[config.mk]
export PLATFORM = sky130hd
export DESIGN_NAME = feac_msg_validator
export DESIGN_NICKNAME = d
export VERILOG_FILES = /design/src/rtl/feac_pkg.sv /design/src/rtl/feac_history.sv /design/src/rtl/feac_decide.sv /design/src/rtl/feac_hostregs.sv /design/src/rtl/feac_msg_validator.sv
export SDC_FILE = /design/constraint.sdc
export NUM_CORES = 1
export LEC_CHECK = 0
export BUFFER_PORTS_ARGS = -buffer_cell sky130_fd_sc_hd__buf_4
export CAP_MARGIN = 20
export CORE_MARGIN = 2
export CORE_UTILIZATION = 55
export CTS_BUF_LIST = sky130_fd_sc_hd__clkbuf_8
export CTS_CLUSTER_DIAMETER = 40
export DETAILED_ROUTE_END_ITERATION = 8
export GPL_ROUTABILITY_DRIVEN = 0
export GPL_TIMING_DRIVEN = 0
export PLACE_DENSITY = 0.78
export SYNTH_ARGS = -nofsm -noshare
export SYNTH_HDL_FRONTEND = slang
export SYNTH_SLANG_ARGS = --single-unit
[constraint.sdc]
create_clock -name clk -period 2.8 [get_ports clk]
set_clock_uncertainty 0.2 [all_clocks]
set_input_delay 0.7 -clock clk [delete_from_list [all_inputs] [get_ports clk]]
set_output_delay 0.7 -clock clk [all_outputs]
set_load 0.05 [all_outputs]
[src/rtl/feac_pkg.sv]
package feac_pkg;
  localparam int unsigned REG_AW = 2;
  localparam int unsigned REG_DW = 8;
  localparam logic [REG_AW-1:0] ADDR_CTRL = 2'd0;
  localparam logic [REG_AW-1:0] ADDR_CODE = 2'd1;
  localparam int unsigned BIT_VSTAT = 0;
  localparam int unsigned BIT_VEN   = 1;
  localparam int unsigned BIT_RSTAT = 2;
  localparam int unsigned BIT_REN   = 3;

  typedef struct packed {
    logic accept;
    logic drop;
  } feac_evt_t;
endpackage

[src/rtl/feac_history.sv]
module feac_history #(
  parameter int unsigned CODE_W = 6,
  parameter int unsigned DEPTH  = 10,
  localparam int unsigned CNT_W = $clog2(DEPTH + 1)
) (
  input  logic              clk,
  input  logic              rst_n,
  input  logic              shift_en,
  input  logic [CODE_W-1:0] in_code,
  input  logic [CODE_W-1:0] held_code,
  output logic [CNT_W-1:0]  match_cnt,
  output logic [CNT_W-1:0]  diff_cnt
);
  logic [CODE_W-1:0] slot_code_q [DEPTH];
  logic [DEPTH-1:0]  slot_vld_q;
  logic [CODE_W-1:0] slot_code_d [DEPTH];
  logic [DEPTH-1:0]  slot_vld_d;

  // next view of the history with the incoming codeword shifted in
  always_comb begin
    slot_code_d[0] = in_code;
    slot_vld_d[0]  = 1'b1;
    for (int i = 1; i < DEPTH; i++) begin
      slot_code_d[i] = slot_code_q[i-1];
      slot_vld_d[i]  = slot_vld_q[i-1];
    end
  end

  always_comb begin
    match_cnt = '0;
    diff_cnt  = '0;
    for (int i = 0; i < DEPTH; i++) begin
      if (slot_vld_d[i] && (slot_code_d[i] == in_code))
        match_cnt = match_cnt + 1'b1;
      if (slot_vld_d[i] && (slot_code_d[i] != held_code))
        diff_cnt = diff_cnt + 1'b1;
    end
  end

  for (genvar g = 0; g < DEPTH; g++) begin : g_slot
    always_ff @(posedge clk or negedge rst_n) begin
      if (!rst_n) begin
        slot_code_q[g] <= '0;
        slot_vld_q[g]  <= 1'b0;
      end else if (shift_en) begin
        slot_code_q[g] <= slot_code_d[g];
        slot_vld_q[g]  <= slot_vld_d[g];
      end
    end
  end
endmodule

[src/rtl/feac_decide.sv]
module feac_decide
  import feac_pkg::*;
#(
  parameter int unsigned CODE_W    = 6,
  parameter int unsigned DEPTH     = 10,
  parameter int unsigned ACCEPT_TH = 8,
  parameter int unsigned DROP_TH   = 3,
  localparam int unsigned CNT_W    = $clog2(DEPTH + 1)
) (
  input  logic              clk,
  input  logic              rst_n,
  input  logic              strobe,
  input  logic [CODE_W-1:0] in_code,
  input  logic [CNT_W-1:0]  match_cnt,
  input  logic [CNT_W-1:0]  diff_cnt,
  output logic              held_vld,
  output logic [CODE_W-1:0] held_code,
  output feac_evt_t         evt
);
  logic              held_vld_d;
  logic [CODE_W-1:0] held_code_d;

  always_comb begin
    evt.accept  = strobe && !held_vld && (match_cnt >= CNT_W'(ACCEPT_TH));
    evt.drop    = strobe &&  held_vld && (diff_cnt  >= CNT_W'(DROP_TH));
    held_vld_d  = held_vld;
    held_code_d = held_code;
    if (evt.accept) begin
      held_vld_d  = 1'b1;
      held_code_d = in_code;
    end else if (evt.drop) begin
      held_vld_d  = 1'b0;
      held_code_d = '0;
    end
  end

  always_ff @(posedge clk or negedge rst_n) begin
    if (!rst_n) begin
      held_vld  <= 1'b0;
      held_code <= '0;
    end else if (strobe) begin
      held_vld  <= held_vld_d;
      held_code <= held_code_d;
    end
  end
endmodule

[src/rtl/feac_hostregs.sv]
module feac_hostregs
  import feac_pkg::*;
#(
  parameter int unsigned CODE_W = 6
) (
  input  logic              clk,
  input  logic              rst_n,
  input  feac_evt_t         evt,
  input  logic              held_vld,
  input  logic [CODE_W-1:0] held_code,
  input  logic              reg_wr,
  input  logic              reg_rd,
  input  logic [REG_AW-1:0] reg_addr,
  input  logic [REG_DW-1:0] reg_wdata,
  output logic [REG_DW-1:0] reg_rdata,
  output logic              stat_accept,
  output logic              stat_drop,
  output logic              irq_o
);
  logic en_accept_q, en_drop_q;
  logic en_accept_d, en_drop_d;
  logic stat_accept_d, stat_drop_d;
  logic rd_ctrl, wr_ctrl;

  assign rd_ctrl = reg_rd && (reg_addr == ADDR_CTRL);
  assign wr_ctrl = reg_wr && (reg_addr == ADDR_CTRL);

  always_comb begin
    stat_accept_d = evt.accept | (stat_accept & ~rd_ctrl);
    stat_drop_d   = evt.drop   | (stat_drop   & ~rd_ctrl);
    en_accept_d   = wr_ctrl ? reg_wdata[BIT_VEN] : en_accept_q;
    en_drop_d     = wr_ctrl ? reg_wdata[BIT_REN] : en_drop_q;
  end

  always_ff @(posedge clk or negedge rst_n) begin
    if (!rst_n) begin
      stat_accept <= 1'b0;
      stat_drop   <= 1'b0;
      en_accept_q <= 1'b0;
      en_drop_q   <= 1'b0;
    end else begin
      stat_accept <= stat_accept_d;
      stat_drop   <= stat_drop_d;
      en_accept_q <= en_accept_d;
      en_drop_q   <= en_drop_d;
    end
  end

  always_comb begin
    reg_rdata = '0;
    unique case (reg_addr)
      ADDR_CTRL: begin
        reg_rdata[BIT_VSTAT] = stat_accept;
        reg_rdata[BIT_VEN]   = en_accept_q;
        reg_rdata[BIT_RSTAT] = stat_drop;
        reg_rdata[BIT_REN]   = en_drop_q;
      end
      ADDR_CODE: begin
        reg_rdata[CODE_W-1:0] = held_code;
        reg_rdata[REG_DW-1]   = held_vld;
      end
      default: reg_rdata = '0;
    endcase
  end

  assign irq_o = (stat_accept & en_accept_q) | (stat_drop & en_drop_q);
endmodule

[src/rtl/feac_msg_validator.sv]
module feac_msg_validator
  import feac_pkg::*;
#(
  parameter int unsigned CODE_W    = 6,
  parameter int unsigned DEPTH     = 10,
  parameter int unsigned ACCEPT_TH = 8,
  parameter int unsigned DROP_TH   = 3
) (
  input  logic              clk,
  input  logic              rst_n,
  input  logic              cw_strobe,
  input  logic [CODE_W-1:0] cw_code,
  input  logic              reg_wr,
  input  logic              reg_rd,
  input  logic [1:0]        reg_addr,
  input  logic [7:0]        reg_wdata,
  output logic [7:0]        reg_rdata,
  output logic              irq_o
);
  localparam int unsigned CNT_W = $clog2(DEPTH + 1);

  logic              rst_meta_q, rst_sync_n;
  logic [CNT_W-1:0]  match_cnt, diff_cnt;
  logic              held_vld;
  logic [CODE_W-1:0] held_code;
  feac_evt_t         evt;
  logic              stat_accept, stat_drop;

  always_ff @(posedge clk or negedge rst_n) begin
    if (!rst_n) begin
      rst_meta_q <= 1'b0;
      rst_sync_n <= 1'b0;
    end else begin
      rst_meta_q <= 1'b1;
      rst_sync_n <= rst_meta_q;
    end
  end

  feac_history #(.CODE_W(CODE_W), .DEPTH(DEPTH)) u_hist (
    .clk(clk), .rst_n(rst_sync_n), .shift_en(cw_strobe), .in_code(cw_code),
    .held_code(held_code), .match_cnt(match_cnt), .diff_cnt(diff_cnt)
  );

  feac_decide #(.CODE_W(CODE_W), .DEPTH(DEPTH), .ACCEPT_TH(ACCEPT_TH),
                .DROP_TH(DROP_TH)) u_dec (
    .clk(clk), .rst_n(rst_sync_n), .strobe(cw_strobe), .in_code(cw_code),
    .match_cnt(match_cnt), .diff_cnt(diff_cnt), .held_vld(held_vld),
    .held_code(held_code), .evt(evt)
  );

  feac_hostregs #(.CODE_W(CODE_W)) u_regs (
    .clk(clk), .rst_n(rst_sync_n), .evt(evt), .held_vld(held_vld),
    .held_code(held_code), .reg_wr(reg_wr), .reg_rd(reg_rd),
    .reg_addr(reg_addr), .reg_wdata(reg_wdata), .reg_rdata(reg_rdata),
    .stat_accept(stat_accept), .stat_drop(stat_drop), .irq_o(irq_o)
  );
endmodule

After elaboration in Yosys (flattened, before gate mapping)
Index checks and enable logic that the tools add are counted.
W data, S select, Z words.

cells by class
  reduce and logical (&&, ||, !) cells = 28
  add/sub/neg operators = 17
  $lt $le $gt $ge = 2
  eq/ne operators = 20
  multiplexer cells = 26
  bitwise gates (word level) = 8

operators with widths
  kind                   number
  $mux W4                17
  $add A4 B1 Y4 const B  15
  $ne A6 B6 Y1           10
  $eq A6 B6 Y1           9
  $logic_and A1 B1 Y1    24
  $mux W6                2
  $pmux W4 S2            1
  $and A1 B1 Y1          4
  $ge A4 B2 Y1 const B   1
  $ge A4 B4 Y1 const B   1
  $mux W1                4
  $mux W2                2
  $add A2 B1 Y3 const B  1
  $or A1 B1 Y1           3
  $add A1 B1 Y2 const B  1
  $eq A2 B1 Y1 const B   1
  $logic_not A2 Y1       1
  $reduce_and A2 Y1      1
  $reduce_bool A2 Y1     1
  $logic_not A1 Y1       1
  $not A1 Y1             1

word-level totals
  logic and storage cells = 127
  input port bits = 21
  output and inout port bits = 9
  bits in registers = 76

Longest topological paths before layout
Gate-level depths: netlist of run 1.

  word-level depth = 24
  mapped depth = 30
  mapped depth without buffers = 29

By module
A second synthesis of run 1 with hierarchy kept.

unflattened totals
  cell total of the unflattened synthesis = 510
  area total of the unflattened synthesis = 5,595.4 um^2

by module, submodules not included
  module              area an instance (um^2)  times used  cells an instance  seq. area each (um^2)
  feac_history        4,953.5                  1           454                1,576.5
  feac_decide         317.8                    1           27                 175.2
  feac_hostregs       270.3                    1           26                 100.1
  feac_msg_validator  53.8                     1           3                  50.0

Worst setup path before layout of run 1
OpenSTA, ideal clock, no wires.

  kind = input to register
  start point = in cw_code[1]
  end point = reg u_dec.held_vld
  stages = 27
  buffers on the path = 3
  data arrival time = 6.057 ns
  data required time = 2.514 ns
  path slack = -3.543 ns
  library setup time = 0.086 ns
  cells stage by stage = buf_4 -> xnor2_1 -> nand2_1 -> or3_1 -> inv_1 -> fa_1 -> xnor2_1 -> ha_1 -> mux2_2 -> ha_1 -> nor3_1 -> a31o_1 -> a41oi_1 -> ha_1 -> mux2_2 -> ha_1 -> buf_1 -> nor2_1 -> mux2_2 -> o2111ai_1 -> nor4b_2 -> a31oi_1 -> nand2b_4 -> mux2_2 -> buf_6 -> nor3b_1 -> nor3_1

on the way
  cells in the longest elaborated chain, start to end = 24
  elaborated cells on any way between the ends = 62
  classes of those cells = add/sub (17); order compare (2); eq/ne (10); mux (20); reduce/logical (13)

ends and longest elaborated chain
  item                          line                      source
  start: declaration            feac_msg_validator.sv:12  input logic [CODE_W-1:0] cw_code,
  $ne A6 B6 Y1                  feac_history.sv:35        if (slot_vld_d[i] && (slot_code_d[i] != held_code))
  $mux W1                       feac_history.sv:35
  $add A1 B1 Y2                 feac_history.sv:36        diff_cnt = diff_cnt + 1'b1;
  $mux W4                       feac_history.sv:35
  $add A4 B1 Y4                 feac_history.sv:36
  $mux W4                       feac_history.sv:35
  $add A4 B1 Y4                 feac_history.sv:36
  $mux W4                       feac_history.sv:35
  [8 not listed]                n/a
  $add A4 B1 Y4                 feac_history.sv:36
  $mux W4                       feac_history.sv:35
  $add A4 B1 Y4                 feac_history.sv:36
  $mux W4                       feac_history.sv:35
  $ge A4 B2 Y1                  feac_decide.sv:25         evt.drop = strobe && held_vld && (diff_cnt >= CNT_W'(DROP_TH));
  $logic_and A1 B1 Y1           feac_decide.sv:25
  $reduce_bool A2 Y1 (no line)  n/a
  $reduce_and A2 Y1 (no line)   n/a
  end signal: assignment        feac_decide.sv:42         held_vld <= held_vld_d;
  end: declaration              feac_decide.sv:16         output logic held_vld,

Parallel ways exist; a longest one is shown, timed or not.
A chain may end at the register's enable or synchronous reset.

Worst setup path after layout of run 1
  start point = in cw_code[0]
  end point = reg u_dec.held_vld

The elaborated chain is that of the path after synthesis.

==> results.toml, run 1 <==
[critical_path]
critPathMaxStageDelay_ps = 400
endpoint_kind = "flop"
crit_family = "simple AND/OR/NAND/NOR gates"
crit_buf_inv = 5
critPathSlowestCell = "or3_4"
cp.required_ps = 2880
cp-start-kind = "input port"
crit_type = "in -> reg"
cp_max_fo = 7
critPathArrivalTime_ps = 6120

[power]
total_power_uw = 5270
power_density_nw_per_um2 = 703
p_leak_uw = 0.00314
ir_drop_mv = 0.429

[global_routing]
grt_pass1_wl_mm = 24.7
grt_max_degree = 39
grt_pass1_vias = 4661
overflow = 0
track_usage_pct = 28.1
antenna_found_initial = 0

[detailed_routing]
drt_wl_total_mm = 15.8
highest_layer = "met4"
antenna_left = 0
drc = 0
viasPerCell = 5.92
routedWlPerCell_um = 19.8
wl_met2_mm = 7.89
wl_met3_um = 697
num_vias = 4709
drtIter0Drc = 411
m1WireLength_mm = 6.86
drt_pass1_iterations = 5

[synth]
synth_ff_type = "dfrtp_1"
synth-async-reset-ratio_pct = 100
synthCells = 572
yosys_warnings = 0
syn_area_um2 = 5880
seq_area_frac_synth_pct = 32.3
synth-edff-count = 0
syn_area_per_cell_um2 = 10.3
ys_ff_latch = 76
synthTopCellsByArea = "dfrtp_1, xnor2_1, mux2_2"
yosys.area.top_type = "dfrtp_1"
ys_types = 73
synth.top_cell.area_share_pct = 32.3
synth_fp_nets = 612

[floorplan]
die_y_um = 107
num_rows = 37
die_area_um2 = 11500
ios = 30
start_util_pct = 56.7
dieWidth_um = 107
core_area_um2 = 10400

[clock_network]
clk_latency_ps = 370
cts_root_buf = "clkbuf_8"
path_clk_slew_ps = 80
cts_sinks = 76
tritoncts = "built"
htree_levels = 3
cts_made_buffers = 9
cts.path.max_buffers = 2

[layout]
post-route-util_pct = 72.3
final_cell_mix = "xnor2_1, dfrtp_1, mux2_2"
drive_above_1_share_pct = 39.5
nets = 695
syn_to_final_growth_pct = 27.4
antenna_cells = 0

[sta]
tightest_slew_ps = 825
period_share_pct = 216
rsz0062_at_grt = "yes"
slew_violations = 0
max_slew_margin_pct = 44.6
hold_slack_ps = 112
setup_viol = 9
finalCriticalPeriod_ps = 6030
setup_tns_ps = -28540
timing.fmax_ghz = 0.166
setup_slack_ps = -3230
finalHoldViolations = 0

[run]
drv_cap = 0

[placement]
io_buffers = 21
dp_hpwl_mm = 10.8
dpl_worst_slack_ps = -4010

[run_status]
violations = "negative setup slack"
status = "finished with violations"

[worst_hold_path]
hp-class = "reg -> async"
-- routing by layer --
layer | up-vias | track usage [%]
met1 | 2383 | 38.3
met2 | 155 | 46.4
met3 | 23 | 2.60
li1 | 2148 | -
met4 | 0 | 10.9
met5 | - | 0
-- synth_stat cells (3+ instances only) --
master,instances
xnor2_1,89
dfrtp_1,76
mux2_2,69
xor2_1,48
nand2_1,34
nor2_1,27
inv_1,22
ha_1,18
nor3_1,17
nand4_1,16
mux2i_1,14
a21oi_1,9
clkbuf_1,9
nand3_1,9
o21ai_0,9
buf_2,8
buf_4,8
or3_1,7
and2_1,5
o31ai_1,5
nor4_1,3
xnor2_2,3
xnor3_1,3
xor2_2,3
-- where the power goes --
part / internal [uW] / switching (uW)
logic: 1360 / 1320
registers: 1330 / 355
clock network: 482 / 423
total: 3170 / 2100
-- cell families after synthesis --
logic type	after synthesis	synth area share (%)
AO/OA/AOI/OAI	53	7.11
XOR/XNOR	148	24.1
adder cells (fa/ha/maj)	19	4.17
buffers and inverters	50	4.00
flip-flops	76	32.3
multiplexers	83	15.6
other	2	0.128
AND/OR/NAND/NOR	141	12.6
-- worst register-to-register path, cell delays in order, from the launching register on --
cell and delay, ps:
dfrtp_1 460, xnor2_2 190, nand4_1 160, or3_4 400
inv_4 90, ha_4 140, inv_2 40, o311ai_4 290
nand2_1 120, ha_1 320, mux2_4 300, ha_4 260
nor3_2 30, a31o_1 200, a41oi_2 280, buf_4 190
mux2_4 150, ha_4 190, nor2_4 40, or3_4 340
o41ai_4 340, nor4b_2 80, a31oi_1 240, nand2_1 170
mux2_4 360, nor2b_1 150, nor3_1 180
-- cell type report --
| cell class | instances | area [um2] |
|---|---|---|
| Timing Repair Buffer | 73 | 618 |
| Fill cell | 692 | 2880 |
| Clock buffer | 12 | 165 |
| Inverter | 23 | 88.8 |
| Tap cell | 136 | 170 |
| Buffer | 25 | 246 |
| Multi-Input combinational cell | 447 | 4250 |
| Clock inverter | 4 | 48.8 |
| Sequential cell | 76 | 1910 |
-- flip-flops by register name, indices dropped and copies added (netlist names) --
name                cells
u_regs.stat_drop        1
u_hist.slot_code_d     54
u_dec.held_vld          1
u_regs.stat_accept      1
u_dec.held_code         6
u_hist.slot_vld_d       9
u_regs.en_drop_q        1
u_regs.en_accept_q      1
rst_meta_q              1
rst_sync_n              1
-- stage by stage --
step	instances	cell area, um2
5_1_grt	796	7490
2_1_floorplan	572	6070
3_3_place_gp	729	6400
3_5_place_dp	731	6430
6_report	796	7490
4_1_cts	776	7210
-- worst paths after layout --
check                                        from                      to  slack (ps)  cells after the start
min reg2reg                            rst_sync_n  u_hist.slot_code_d[33]         110                      0
min                                    rst_sync_n  u_hist.slot_code_d[33]         110                      0
max in group asynchronous              rst_sync_n  u_hist.slot_code_d[11]        1700                      1
min in group clk                       rst_meta_q              rst_sync_n         160                      0
max reg2reg                u_hist.slot_code_d[45]          u_dec.held_vld       -3180                     26
max                                    cw_code[0]          u_dec.held_vld       -3230                     28
-- timing repair --
| action | CTS | global route |
|---|---|---|
| setup endpoints to repair | 9 | 9 |
| pin swaps | 36 | 32 |
| gates resized for setup | 74 | 29 |
| buffers inserted | 29 | 20 |
| cloned | 1 | 0 |
| hold endpoints to repair | 2 | 0 |
| hold buffers | 1 | 0 |
(Power assumes the default switching activity.)
==> inputs of run 2 (changes only) <==
- CTS_BUF_LIST: sky130_fd_sc_hd__clkbuf_8 -> sky130_fd_sc_hd__clkbuf_4
- GPL_TIMING_DRIVEN: 0 -> 1
==> results.toml, run 2 (synthesized netlist as in run 1, its figures left out) <==
[clock_network]
cts_made_buffers = 9
clk_latency_ps = 460
htree_levels = 3
cts_root_buf = "clkbuf_4"
cts_sinks = 76
tritoncts = "built"
path_clk_slew_ps = 130
cts.path.max_buffers = 2

[power]
switching_share_pct = 39.1
p_leak_uw = 0.00354
pwr-share-seq_pct = 29.4
combPwrFrac_pct = 57.8
p_switching_uw = 2070
power_frac_clock_pct = 12.8
ir_drop_mv = 0.659
power_density_nw_per_um2 = 664
internal_power_uw = 3220
total_power_uw = 5290

[sta]
period_share_pct = 210
tightest_slew_ps = 834
setup_viol = 9
rsz0062_at_grt = "yes"
timing.fmax_ghz = 0.170
finalCriticalPeriod_ps = 5880
finalHoldViolations = 0
max_slew_margin_pct = 44.4
slew_violations = 0
setup_slack_ps = -3080

[floorplan]
num_rows = 37
dieWidth_um = 107
die_area_um2 = 11500
die_y_um = 107
start_util_pct = 56.7
core_area_um2 = 10400
ios = 30

[layout]
drive_above_1_share_pct = 47.1
final_common_cell = "buf_4"
largest_reg_flops = 54
antenna_cells = 0
syn_to_final_growth_pct = 35.5
final_cell_mix = "buf_4, xnor2_1, dfrtp_1"
nets = 799
fin_area_um2 = 7970

[global_routing]
grt_pass1_vias = 5296
grt_max_degree = 64
grt_pass1_wl_mm = 26.9
overflow = 0
track_usage_pct = 30.3
antenna_found_initial = 0

[run_status]
violations = "negative setup slack"
status = "finished with violations"

[detailed_routing]
viasPerCell = 5.64
antenna_left = 0
drc = 0
drt_pass1_iterations = 7
num_vias = 5078
routedWlPerCell_um = 18.7
drt_wl_total_mm = 16.8
drtIter0Drc = 335

[critical_path]
cp_max_fo = 7
r2r_start = "u_hist.slot_code_d[45]"
critPathArrivalTime_ps = 6050
cp-start-kind = "input port"
crit_type = "in -> reg"
critPathSlowestCell = "fa_2"
critPathLaunch = "cw_code[3]"
cp_cell_sequence = "buf_4, buf_4, xnor2_1, nand3_1, nor2_2, fa_2, xnor2_2, ha_1, mux2_4, ha_4, nor3_2, a31o_1, a41oi_2, ha_4, and3_1, nand3_4, xor2_2, xor2_1, nor3_1, a41oi_1, xnor2_2, mux2_4, mux2i_1, nor3_1"
cp.required_ps = 2970
critPathMaxStageDelay_ps = 490
endpoint_kind = "flop"

[placement]
dpl_worst_slack_ps = -3530
dp_hpwl_mm = 12.5
place_area_um2 = 7500
io_buffers = 22

[run]
drv_cap = 0

[worst_hold_path]
hp-class = "reg -> async"
==> run 2: cell type report <==
cell class	instances	area, um2
sequential	76	1910
inverter	23	88.8
multi-input combinational	447	4110
clock inverter	7	66.3
tap	136	170
clock buffer	9	67.6
timing repair buffer	202	1560
fill	632	2400
==> run 2: critical path, delay by kind of cell <==
family	cells	cell delay, ps
compound gates	3	700
mux	3	840
fa+ha+maj	4	1280
xor+xnor	5	1170
simple gates	7	1020
buf+inv	2	320
==> run 2: per-layer routing <==
metal / track usage (%) / vias up / routed length (um)
li1: - / 2353 / -
met1: 38.1 / 2461 / 6750
met2: 51.6 / 208 / 8330
met3: 4.90 / 56 / 1050
met4: 13.1 / 0 / 709
met5: 0 / - / 0
==> run 2: repair_timing <==
item,CTS,global route
hold buffers,1,0
setup endpoints to repair,9,9
pin swaps,13,11
buffers inserted,4,7
hold endpoints to repair,2,0
gates resized for setup,16,33
gates cloned,1,0
==> run 2: stage by stage <==
step	util, %	instances	hold slack [ps]	setup TNS, ps
floorplan	-	572	131	-28030
global placement	72.3	872	145	-29560
detailed placement	72.3	872	138	-31160
CTS	74.8	894	166	-26990
global route	76.8	900	180	-28810
finish	76.8	900	141	-27020
==> run 2: power by group through the flow <==
stage / Combinational, uW / Sequential, uW / Clock (uW)
final: 3060 / 1560 / 675
after global routing: 3330 / 1580 / 741
after CTS: 2850 / 1550 / 682
after detailed placement: 2750 / 1570 / 0
after global placement: 2620 / 1550 / 0
after floorplan: 1610 / 1600 / 0
==> run 2: worst paths after layout <==
kind / to / slack [ps] / cells after the start
min: u_hist.slot_code_d[51] / 140 / 0
min in group clk: rst_sync_n / 170 / 0
min reg2reg: u_hist.slot_code_d[51] / 140 / 0
max in group asynchronous: u_dec.held_code[5] / 1560 / 1
max reg2reg: u_dec.held_code[3] / -3050 / 23
max: u_dec.held_code[3] / -3080 / 24
